--- config.mk ---
export PLATFORM = sky130hd
export DESIGN_NAME = ring_node
export DESIGN_NICKNAME = d
export VERILOG_FILES = /design/src/rtl/ring_node_pkg.sv /design/src/rtl/ring_sync.sv /design/src/rtl/ring_hs_rx.sv /design/src/rtl/ring_hs_tx.sv /design/src/rtl/ring_frame_proc.sv /design/src/rtl/ring_node.sv
export SDC_FILE = /design/constraint.sdc
export NUM_CORES = 1
export LEC_CHECK = 0
export BUFFER_PORTS_ARGS = -buffer_cell sky130_fd_sc_hd__buf_2
export CAP_MARGIN = 30
export CORE_UTILIZATION = 50
export DETAILED_ROUTE_END_ITERATION = 16
export PLACE_DENSITY = 0.75
export REMOVE_ABC_BUFFERS = 1
export SLEW_MARGIN = 20
export SYNTH_ARGS = -nofsm -noshare
export SYNTH_HDL_FRONTEND = slang
export SYNTH_HIERARCHICAL = 1
export SYNTH_SLANG_ARGS = --single-unit
--- constraint.sdc ---
create_clock -name clk -period 3.14 [get_ports clk]
set_input_delay 0.314 -clock clk [delete_from_list [all_inputs] [get_ports clk]]
set_output_delay 0.314 -clock clk [all_outputs]
set_load 0.005 [all_outputs]
--- src/rtl/ring_node_pkg.sv ---
package ring_node_pkg;
  localparam int ST_RCVD = 0;
  localparam int ST_BUSY = 1;
  localparam int ST_ERR  = 2;
  localparam int ST_EXEC = 3;

  typedef enum logic [1:0] {TX_IDLE, TX_REQ, TX_REL} tx_state_e;
endpackage

--- src/rtl/ring_sync.sv ---
module ring_sync #(
  parameter int STAGES = 2
) (
  input  logic clk,
  input  logic rst,
  input  logic d,
  output logic q
);
  logic [STAGES-1:0] chain;

  always_ff @(posedge clk) begin
    if (rst) chain <= '0;
    else     chain <= {chain[STAGES-2:0], d};
  end

  assign q = chain[STAGES-1];
endmodule

--- src/rtl/ring_hs_rx.sv ---
module ring_hs_rx #(
  parameter int BYTE_W      = 8,
  parameter int SYNC_STAGES = 2
) (
  input  logic              clk,
  input  logic              rst,
  input  logic              req_in,
  input  logic [BYTE_W-1:0] data_in,
  output logic              ack_out,
  input  logic              ready,
  output logic              byte_valid,
  output logic [BYTE_W-1:0] byte_data
);
  logic req_s;

  ring_sync #(.STAGES(SYNC_STAGES)) u_req_sync (
    .clk(clk), .rst(rst), .d(req_in), .q(req_s)
  );

  // data is bundled with req and held by the sender until ack is seen
  assign byte_valid = req_s && !ack_out && ready;
  assign byte_data  = data_in;

  always_ff @(posedge clk) begin
    if (rst)                    ack_out <= 1'b0;
    else if (byte_valid)        ack_out <= 1'b1;
    else if (ack_out && !req_s) ack_out <= 1'b0;
  end

  assert_ack_release_R2: assert property (@(posedge clk) disable iff (rst)
    $fell(ack_out) |-> $past(!req_s));
endmodule

--- src/rtl/ring_hs_tx.sv ---
module ring_hs_tx
  import ring_node_pkg::*;
#(
  parameter int BYTE_W      = 8,
  parameter int SYNC_STAGES = 2
) (
  input  logic              clk,
  input  logic              rst,
  input  logic              load,
  input  logic [BYTE_W-1:0] load_data,
  output logic              ready,
  output logic              req_out,
  output logic [BYTE_W-1:0] data_out,
  input  logic              ack_in
);
  tx_state_e state;
  logic      ack_s;

  ring_sync #(.STAGES(SYNC_STAGES)) u_ack_sync (
    .clk(clk), .rst(rst), .d(ack_in), .q(ack_s)
  );

  assign ready = (state == TX_IDLE);

  always_ff @(posedge clk) begin
    if (rst) begin
      state    <= TX_IDLE;
      req_out  <= 1'b0;
      data_out <= '0;
    end else begin
      case (state)
        TX_IDLE: if (load) begin
          data_out <= load_data;
          req_out  <= 1'b1;
          state    <= TX_REQ;
        end
        TX_REQ: if (ack_s) begin
          req_out <= 1'b0;
          state   <= TX_REL;
        end
        default: if (!ack_s) state <= TX_IDLE;
      endcase
    end
  end

  assert_data_hold_R2: assert property (@(posedge clk) disable iff (rst)
    (req_out && !ack_s) |=> $stable(data_out));
  assert_no_early_req_R2: assert property (@(posedge clk) disable iff (rst)
    (!req_out && ack_s) |=> !req_out);
endmodule

--- src/rtl/ring_frame_proc.sv ---
module ring_frame_proc
  import ring_node_pkg::*;
#(
  parameter int ADDR_W    = 3,
  parameter int CMD_W     = 5,
  parameter int INFO_W    = 16,
  parameter int NODE_ADDR = 3,
  parameter int NUM_CMDS  = 16
) (
  input  logic                    clk,
  input  logic                    rst,
  input  logic                    in_valid,
  input  logic [ADDR_W+CMD_W-1:0] in_byte,
  output logic [ADDR_W+CMD_W-1:0] out_byte,
  input  logic                    mod_busy,
  input  logic                    res_load,
  input  logic [CMD_W-1:0]        res_code_in,
  input  logic [INFO_W-1:0]       res_info1_in,
  input  logic [INFO_W-1:0]       res_info2_in,
  output logic                    res_pending,
  output logic                    cmd_valid,
  output logic [CMD_W-1:0]        cmd_code,
  output logic [INFO_W-1:0]       cmd_info1,
  output logic [INFO_W-1:0]       cmd_info2
);
  localparam int BYTE_W     = ADDR_W + CMD_W;
  localparam int INFO_BYTES = INFO_W / BYTE_W;
  localparam int FRAME_LEN  = 2 + 2 * INFO_BYTES;
  localparam int IDX_W      = $clog2(FRAME_LEN);
  localparam int SH_W       = 2 * INFO_W;
  localparam logic [IDX_W-1:0]  LAST_IDX   = IDX_W'(FRAME_LEN - 1);
  localparam logic [ADDR_W-1:0] MY_ADDR    = ADDR_W'(NODE_ADDR);
  localparam logic [ADDR_W-1:0] CTRL_ADDR  = '0;
  localparam logic [ADDR_W-1:0] EMPTY_ADDR = '1;
  localparam logic [CMD_W:0]    CMD_LIMIT  = (CMD_W+1)'(NUM_CMDS);

  logic [IDX_W-1:0]  idx;
  logic              mine_q, claim_q;
  logic [CMD_W-1:0]  cmd_q;
  logic [SH_W-1:0]   info_sh;
  logic [CMD_W-1:0]  res_code_q;
  logic [SH_W-1:0]   res_sh;

  logic [ADDR_W-1:0] in_addr;
  logic [CMD_W-1:0]  in_cmd;
  logic              claim_now, err_now;
  logic [BYTE_W-1:0] stat;

  assign in_addr   = in_byte[BYTE_W-1 -: ADDR_W];
  assign in_cmd    = in_byte[CMD_W-1:0];
  assign claim_now = (idx == '0) && (in_addr == EMPTY_ADDR) && (in_cmd == '0) && res_pending;
  assign err_now   = ({1'b0, cmd_q} >= CMD_LIMIT);

  always_comb begin
    stat          = in_byte;
    stat[ST_RCVD] = 1'b1;
    stat[ST_BUSY] = mod_busy;
    stat[ST_ERR]  = err_now;
    stat[ST_EXEC] = !mod_busy && !err_now;
  end

  always_comb begin
    if (idx == '0)
      out_byte = claim_now ? {CTRL_ADDR, res_code_q} : in_byte;
    else if (idx == LAST_IDX)
      out_byte = claim_q ? '0 : (mine_q ? stat : in_byte);
    else
      out_byte = claim_q ? res_sh[SH_W-1 -: BYTE_W] : in_byte;
  end

  always_ff @(posedge clk) begin
    if (rst) begin
      idx         <= '0;
      mine_q      <= 1'b0;
      claim_q     <= 1'b0;
      cmd_q       <= '0;
      info_sh     <= '0;
      res_pending <= 1'b0;
      res_code_q  <= '0;
      res_sh      <= '0;
      cmd_valid   <= 1'b0;
      cmd_code    <= '0;
      cmd_info1   <= '0;
      cmd_info2   <= '0;
    end else begin
      cmd_valid <= 1'b0;
      if (res_load && !res_pending) begin
        res_pending <= 1'b1;
        res_code_q  <= res_code_in;
        res_sh      <= {res_info1_in, res_info2_in};
      end
      if (in_valid) begin
        idx <= (idx == LAST_IDX) ? '0 : idx + 1'b1;
        if (idx == '0) begin
          mine_q  <= (in_addr == MY_ADDR);
          claim_q <= claim_now;
          cmd_q   <= in_cmd;
        end else if (idx != LAST_IDX) begin
          info_sh <= {info_sh[SH_W-BYTE_W-1:0], in_byte};
          if (claim_q) res_sh <= res_sh << BYTE_W;
        end else begin
          if (mine_q && !mod_busy && !err_now) begin
            cmd_valid <= 1'b1;
            cmd_code  <= cmd_q;
            cmd_info1 <= info_sh[SH_W-1 -: INFO_W];
            cmd_info2 <= info_sh[INFO_W-1:0];
          end
          if (claim_q) res_pending <= 1'b0;
          mine_q  <= 1'b0;
          claim_q <= 1'b0;
        end
      end
    end
  end

  assert_cmd_not_busy_R7: assert property (@(posedge clk) disable iff (rst)
    cmd_valid |-> $past(!mod_busy));
  assert_cmd_known_R8: assert property (@(posedge clk) disable iff (rst)
    cmd_valid |-> ({1'b0, cmd_code} < CMD_LIMIT));
  assert_cmd_pulse_R6: assert property (@(posedge clk) disable iff (rst)
    cmd_valid |=> !cmd_valid);
  assert_pending_drop_R10: assert property (@(posedge clk) disable iff (rst)
    $fell(res_pending) |-> $past(claim_q && in_valid && (idx == LAST_IDX)));
endmodule

--- src/rtl/ring_node.sv ---
module ring_node #(
  parameter int ADDR_W      = 3,
  parameter int CMD_W       = 5,
  parameter int INFO_W      = 16,
  parameter int NODE_ADDR   = 3,
  parameter int NUM_CMDS    = 16,
  parameter int SYNC_STAGES = 2,
  localparam int BYTE_W     = ADDR_W + CMD_W
) (
  input  logic              clk,
  input  logic              rst,
  input  logic              rx_req,
  input  logic [BYTE_W-1:0] rx_data,
  output logic              rx_ack,
  output logic              tx_req,
  output logic [BYTE_W-1:0] tx_data,
  input  logic              tx_ack,
  input  logic              mod_busy,
  output logic              cmd_valid,
  output logic [CMD_W-1:0]  cmd_code,
  output logic [INFO_W-1:0] cmd_info1,
  output logic [INFO_W-1:0] cmd_info2,
  input  logic              res_load,
  input  logic [CMD_W-1:0]  res_code,
  input  logic [INFO_W-1:0] res_info1,
  input  logic [INFO_W-1:0] res_info2,
  output logic              res_pending
);
  logic              tx_ready, byte_valid;
  logic [BYTE_W-1:0] byte_in, byte_out;

  ring_hs_rx #(.BYTE_W(BYTE_W), .SYNC_STAGES(SYNC_STAGES)) u_rx (
    .clk(clk), .rst(rst), .req_in(rx_req), .data_in(rx_data), .ack_out(rx_ack),
    .ready(tx_ready), .byte_valid(byte_valid), .byte_data(byte_in)
  );

  ring_frame_proc #(
    .ADDR_W(ADDR_W), .CMD_W(CMD_W), .INFO_W(INFO_W),
    .NODE_ADDR(NODE_ADDR), .NUM_CMDS(NUM_CMDS)
  ) u_proc (
    .clk(clk), .rst(rst), .in_valid(byte_valid), .in_byte(byte_in), .out_byte(byte_out),
    .mod_busy(mod_busy), .res_load(res_load), .res_code_in(res_code),
    .res_info1_in(res_info1), .res_info2_in(res_info2), .res_pending(res_pending),
    .cmd_valid(cmd_valid), .cmd_code(cmd_code), .cmd_info1(cmd_info1), .cmd_info2(cmd_info2)
  );

  ring_hs_tx #(.BYTE_W(BYTE_W), .SYNC_STAGES(SYNC_STAGES)) u_tx (
    .clk(clk), .rst(rst), .load(byte_valid), .load_data(byte_out), .ready(tx_ready),
    .req_out(tx_req), .data_out(tx_data), .ack_in(tx_ack)
  );
endmodule

Yosys cells after proc, flatten, opt, wreduce, memory -nomap -nowiden:

Index checks and enable logic that the tools add are counted.

* $lt $le $gt $ge: 1
* equal/unequal tests: 9
* reductions and logical operators: 28
* bitwise logic cells: 3
* multiplexer cells: 30
* add/subtract/negate cells: 1

Operators by type and width (number)
* $mux 32: 5
* $mux 8: 5
* $mux 1: 13
* $logic_and 1x1->1: 10
* $reduce_and 3->1: 3
* $eq 3x3->1 const B: 2
* $mux 2: 3
* $reduce_and 2->1: 3
* $ge 5x5->1 const B: 1
* $logic_not 1->1: 5
* $logic_not 5->1: 1
* $mux 4: 1
* $ne 2x2->1 const B: 2
* $pmux 2 s2: 1
* $reduce_and 4->1: 1
* $reduce_bool 2->1: 2
* $reduce_or 4->1: 1
* $add 3x1->3 const B: 1
* $eq 3x2->1 const B: 1
* $logic_not 3->1: 1
* $mux 3: 1
* $ne 3x2->1 const B: 1
* $ne 3x3->1 const B: 1
* $not 1->1: 3
* other kinds (4): 4

* input port bits: 51
* register bits: 134

Longest topological paths before layout:

* depth after elaboration: 7
* mapped depth: 9

Modules after synthesis:

Netlist, hierarchy kept.

Modules (own cells, without submodules)
* ring_frame_proc: times used 1, area an instance 5190.0 µm², cells each 539
* ring_hs_tx: times used 1, area an instance 406.6 µm², cells each 49
* ring_sync: times used 2, area an instance 52.6 µm², cells each 4
* ring_hs_rx: times used 1, area an instance 103.8 µm², cells each 13

Least setup slack after synthesis:

Ideal clock, no wire load.

* kind: register to register
* start: register u_tx.state[1]
* end: register u_proc.cmd_info2[12]
* data required time: 3008 ps
* path buffers: 3
* stages on the path, launching flop included: 10
* arrival: 1721 ps
* slack: 1287 ps
* setup time: 132 ps
* cells stage by stage: dfxtp_1 -> nor2_1 -> nand2_1 -> nor2_1 -> buf_4 -> or3b_1 -> buf_2 -> clkbuf_1 -> o21ai_0 -> a21oi_1

* word-level cells in the longest chain between the ends: 3

Ends and longest elaborated chain
* start, declared: line ring_hs_tx.sv:16 `tx_state_e state;`
* start signal, assigned: line ring_hs_tx.sv:27 `state <= TX_IDLE;`
* start signal, assigned: line ring_hs_tx.sv:35 `state <= TX_REQ;`
* start signal, assigned: line ring_hs_tx.sv:39 `state <= TX_REL;`
* $logic_not 2->1: line ring_hs_tx.sv:23 `assign ready = (state == TX_IDLE);`
* named net tx_ready: line ring_node.sv:29 `logic tx_ready, byte_valid;`
* $logic_and 1x1->1: line ring_hs_rx.sv:21 `assign byte_valid = req_s && !ack_out && ready;`
* named net byte_valid: line ring_node.sv:29
* $reduce_and 4->1 (no source line)
* end signal, assigned: line ring_frame_proc.sv:106 `cmd_info2 <= info_sh[INFO_W-1:0];`
* end, declared: line ring_frame_proc.sv:24 `output logic [INFO_W-1:0] cmd_info2`

The timed path passes the listed nets, and every way through them passes these cells.
A chain may end at the register's enable or synchronous reset.

Worst setup path in the final report:

* start: register u_tx.state[1]
* end: register u_proc.cmd_info1[10]

* word-level cells in the longest chain between the ends: 3

Ends and longest elaborated chain
* $logic_not 2->1: line ring_hs_tx.sv:23
* named net tx_ready: line ring_node.sv:29
* $logic_and 1x1->1: line ring_hs_rx.sv:21
* named net byte_valid: line ring_node.sv:29
* $reduce_and 4->1 (no source line)
* end signal, assigned: line ring_frame_proc.sv:105 `cmd_info1 <= info_sh[SH_W-1 -: INFO_W];`
* end, declared: line ring_frame_proc.sv:23 `output logic [INFO_W-1:0] cmd_info1,`

The timed path passes the listed nets, and every way through them passes these cells.

==> reports/results.tsv <==
metric	value	unit
outcome	complete, no violations	
Layout area overhead	18.3	%
Top delay family on crit path	simple AND/OR/NAND/NOR gates	
total CTS buffers	17	
maximum number of pins on one net before global-route repair	76	
Synth Area in Adders	0	
vias in the first global route	4429	
fin crit share	0.702	
initial antenna violation count	1	
RSZ-0062 raised after global routing	no	
total track usage	0.226	
Crit-path slowest cell	or3b_1	
TritonCTS Sinks	134	
1st-pass router iterations	5	
Core Region	0.0111	sq mm
Syn Std Cell Area	0.00581	sq mm
Crit path arrival time	2.49	ns
Worst Hold Path EP	u_rx/u_req_sync/chain[0]$_SDFF_PP0_	
Starting DRT DRC Count	307	
largest family of logic cells by synthesized area	compound AO/OA/AOI/OAI gates	
Post-CTS Setup Bufs	0	
Setup Slack @ Placement	0.858	ns
hpwl dp	8320	microns
GP Congestion	0.819	
Worst EP required	3.43	ns
top cells by count, synth	dfxtp_1, mux2i_1, a21oi_1	
most frequent CP cell	nor2_1	
leakage power figure	2.58	nW
die width	110	microns
Cell Area, Placed	0.00619	sq mm
DR DRC count	0	
Yosys top cell area share	0.462	
Placed Cells	793	
XOR/XNOR Fraction of Synth Area	0.00776	
Root Buffer	clkbuf_16	
worst setup margin	0.937	ns
Synth Instances	609	
hold buffers post-CTS	0	
CP Buf/Inv Count	2	
initial core utilization	0.524	
CTS Buffer Depth	2	
hold wc startpoint	rx_req	
top post-synthesis cells by area	dfxtp_1, mux2i_1, a211oi_1	
share of post-route cells with drive strength above 1	0.229	
worst hold stages	2	
Reg-to-Reg End	u_proc/cmd_info1[10]$_SDFFE_PP0P_	
Final Instance Area	0.00687	sq mm
Post-synth EDFFs	0	
reg-to-reg startpoint	u_tx/state[1]$_SDFFE_PP0P_	
P per Cell Area	598	mW/mm^2
post-CTS sizing	0	
max-slew violations	0	
setup TNS	0	ns
min-delay worst type	in -> reg	
Fillers	939	
FP Rows	38	
Distinct cells, synth	47	
Hold Fails Final Rpt	0	
ys async rst share	0	
Peak VDD IR	0.377	mV
# diodes	0	
post-route ant nets	0	
drt wl/cell	15.8	microns
Non-Filler Instances	827	
clock slew at reported path FFs	0.06	ns
Slew @ Worst Pin	0.968	ns
CP Launch Type	register	
Max Fanout on Critical Path	21	
Reg2Reg Setup Slack	0.94	ns
Clock Skew	0.00557	ns
Buffers on Ports	99	
Top FF cell, synth	dfxtp_1	
Synth Area in Simple Gates	0.169	
via/cell ratio	5.61	
mux cell area share after synthesis	0.121	
CP Capture Type	register	
io pins	100	
Die Outline Area	0.0120	sq mm
slowest stage delay, CP	0.63	ns
cell taking the most area after synthesis	dfxtp_1	
die height	110	microns
CTS HTree Levels	4	
cells on worst reg2reg path	8	
Highest Clock Rate	0.454	GHz
Worst-Skew Late Latency	0.41	ns
first-pass GRT wire length	20900	microns
Compound-Gate Fraction of Synth Area	0.173	
most numerous cell in the Yosys netlist	dfxtp_1	
final WL	13000	microns
clock tree from TritonCTS	done	
Final Setup Violations	0	
vias post-DR	4636	
min Tclk post-route	2.20	ns
synth warn	6	
number of max-cap violations	0	
Slew Limit Headroom	0.355	
worst-path cell chain	nor2_1 > nand2_1 > nor2_1 > buf_4 > or3b_1 > buf_8 > o21ai_0 > a21oi_1	
Remaining Overflow, GRT	0	
post-synthesis area per instance	9.53	sq um
Setup CP Type	reg -> reg	
sequential-to-total area share from yosys stat	0.462	
fin nets	725	
Synth Register Bits	134	
## routing by layer
metal,share of wire,track usage
met1,0.44,0.267
met2,0.48,0.374
met3,0.065,0.0824
met4,0.013,0.0829
met5,0.00077,0
## placed cells by master, fill, tap and decap left out, types with 7 or more instances in the layout
cell       instances
a211oi_1          46
a21oi_1           59
buf_2             98
buf_4              7
clkbuf_16         17
dfxtp_1          134
mux2i_1           70
nand2_1           36
nand2b_1          44
nand3_1           40
nor2_1            16
nor3_1            12
o21ai_0           34
## worst max-delay path by stage
stage / slack, ns / cells after the start / end / startpoint
final: 0.94 / 8 / u_proc/cmd_info1[10]$_SDFFE_PP0P_ / u_tx/state[1]$_SDFFE_PP0P_
after global routing: 0.74 / 8 / u_proc/cmd_code[1]$_SDFFE_PP0P_ / u_tx/state[1]$_SDFFE_PP0P_
after CTS: 0.80 / 7 / u_proc/res_sh[12]$_SDFF_PP0_ / u_tx/state[1]$_SDFFE_PP0P_
after detailed placement: 0.86 / 7 / u_proc/res_sh[16]$_SDFF_PP0_ / u_tx/state[1]$_SDFFE_PP0P_
after global placement: 0.95 / 7 / u_proc/cmd_info1[13]$_SDFFE_PP0P_ / u_tx/state[1]$_SDFFE_PP0P_
after floorplan: 0.56 / 3 / u_proc/res_sh[10]$_SDFF_PP0_ / u_proc/res_pending$_SDFF_PP0_
## per-stage QoR
step	power, mW	hold WS [ns]	util
after floorplan	1.93	0.379	-
after global placement	2.03	0.424	0.557
after detailed placement	2.04	0.426	0.559
after CTS	4.13	0.103	0.616
after global routing	4.25	0.127	0.620
final	4.11	0.116	0.620
## state kept, by name, summed over array words and instances, names as in the netlist, 2 cells and up
signal	flops
u_proc/info_sh	32
u_proc/res_sh	32
u_proc/cmd_info1	16
u_proc/cmd_info2	16
u_tx/data_out	8
u_proc/cmd_code	5
u_proc/cmd_q	5
u_proc/res_code_q	5
u_proc/idx	3
u_rx/u_req_sync/chain	2
u_tx/state	2
u_tx/u_ack_sync/chain	2
## where the power goes
group          internal (mW)  switching [mW]  total [mW]
Combinational          0.111           0.128       0.239
Clock                   1.36           0.741        2.10
Sequential              1.74          0.0303        1.77
## cell type report
cell class                 count  area (sq um)  share of cell area
tap                          140           175              0.0255
timing repair buffer         109           617              0.0898
multi-input combinational    410          2750               0.400
clock buffer                  18           439              0.0639
inverter                       2          7.51             0.00109
sequential                   134          2680               0.391
clock inverter                14           199              0.0290
## worst register-to-register path: stages, from the launching register on
cell,delay [ns]
dfxtp_1,0.37
nor2_1,0.18
nand2_1,0.08
nor2_1,0.09
buf_4,0.18
or3b_1,0.63
buf_8,0.27
o21ai_0,0.19
a21oi_1,0.09
## logic make-up (layout without fill, tap and decap cells)
kind of cell	after synthesis	in the layout
AO/OA/AOI/OAI	160	160
XOR/XNOR	3	3
buffers and inverters	65	143
flip-flops	134	134
multiplexers	70	70
AND/OR/NAND/NOR	177	177
Note: power is estimated with default switching activity, not from simulation.
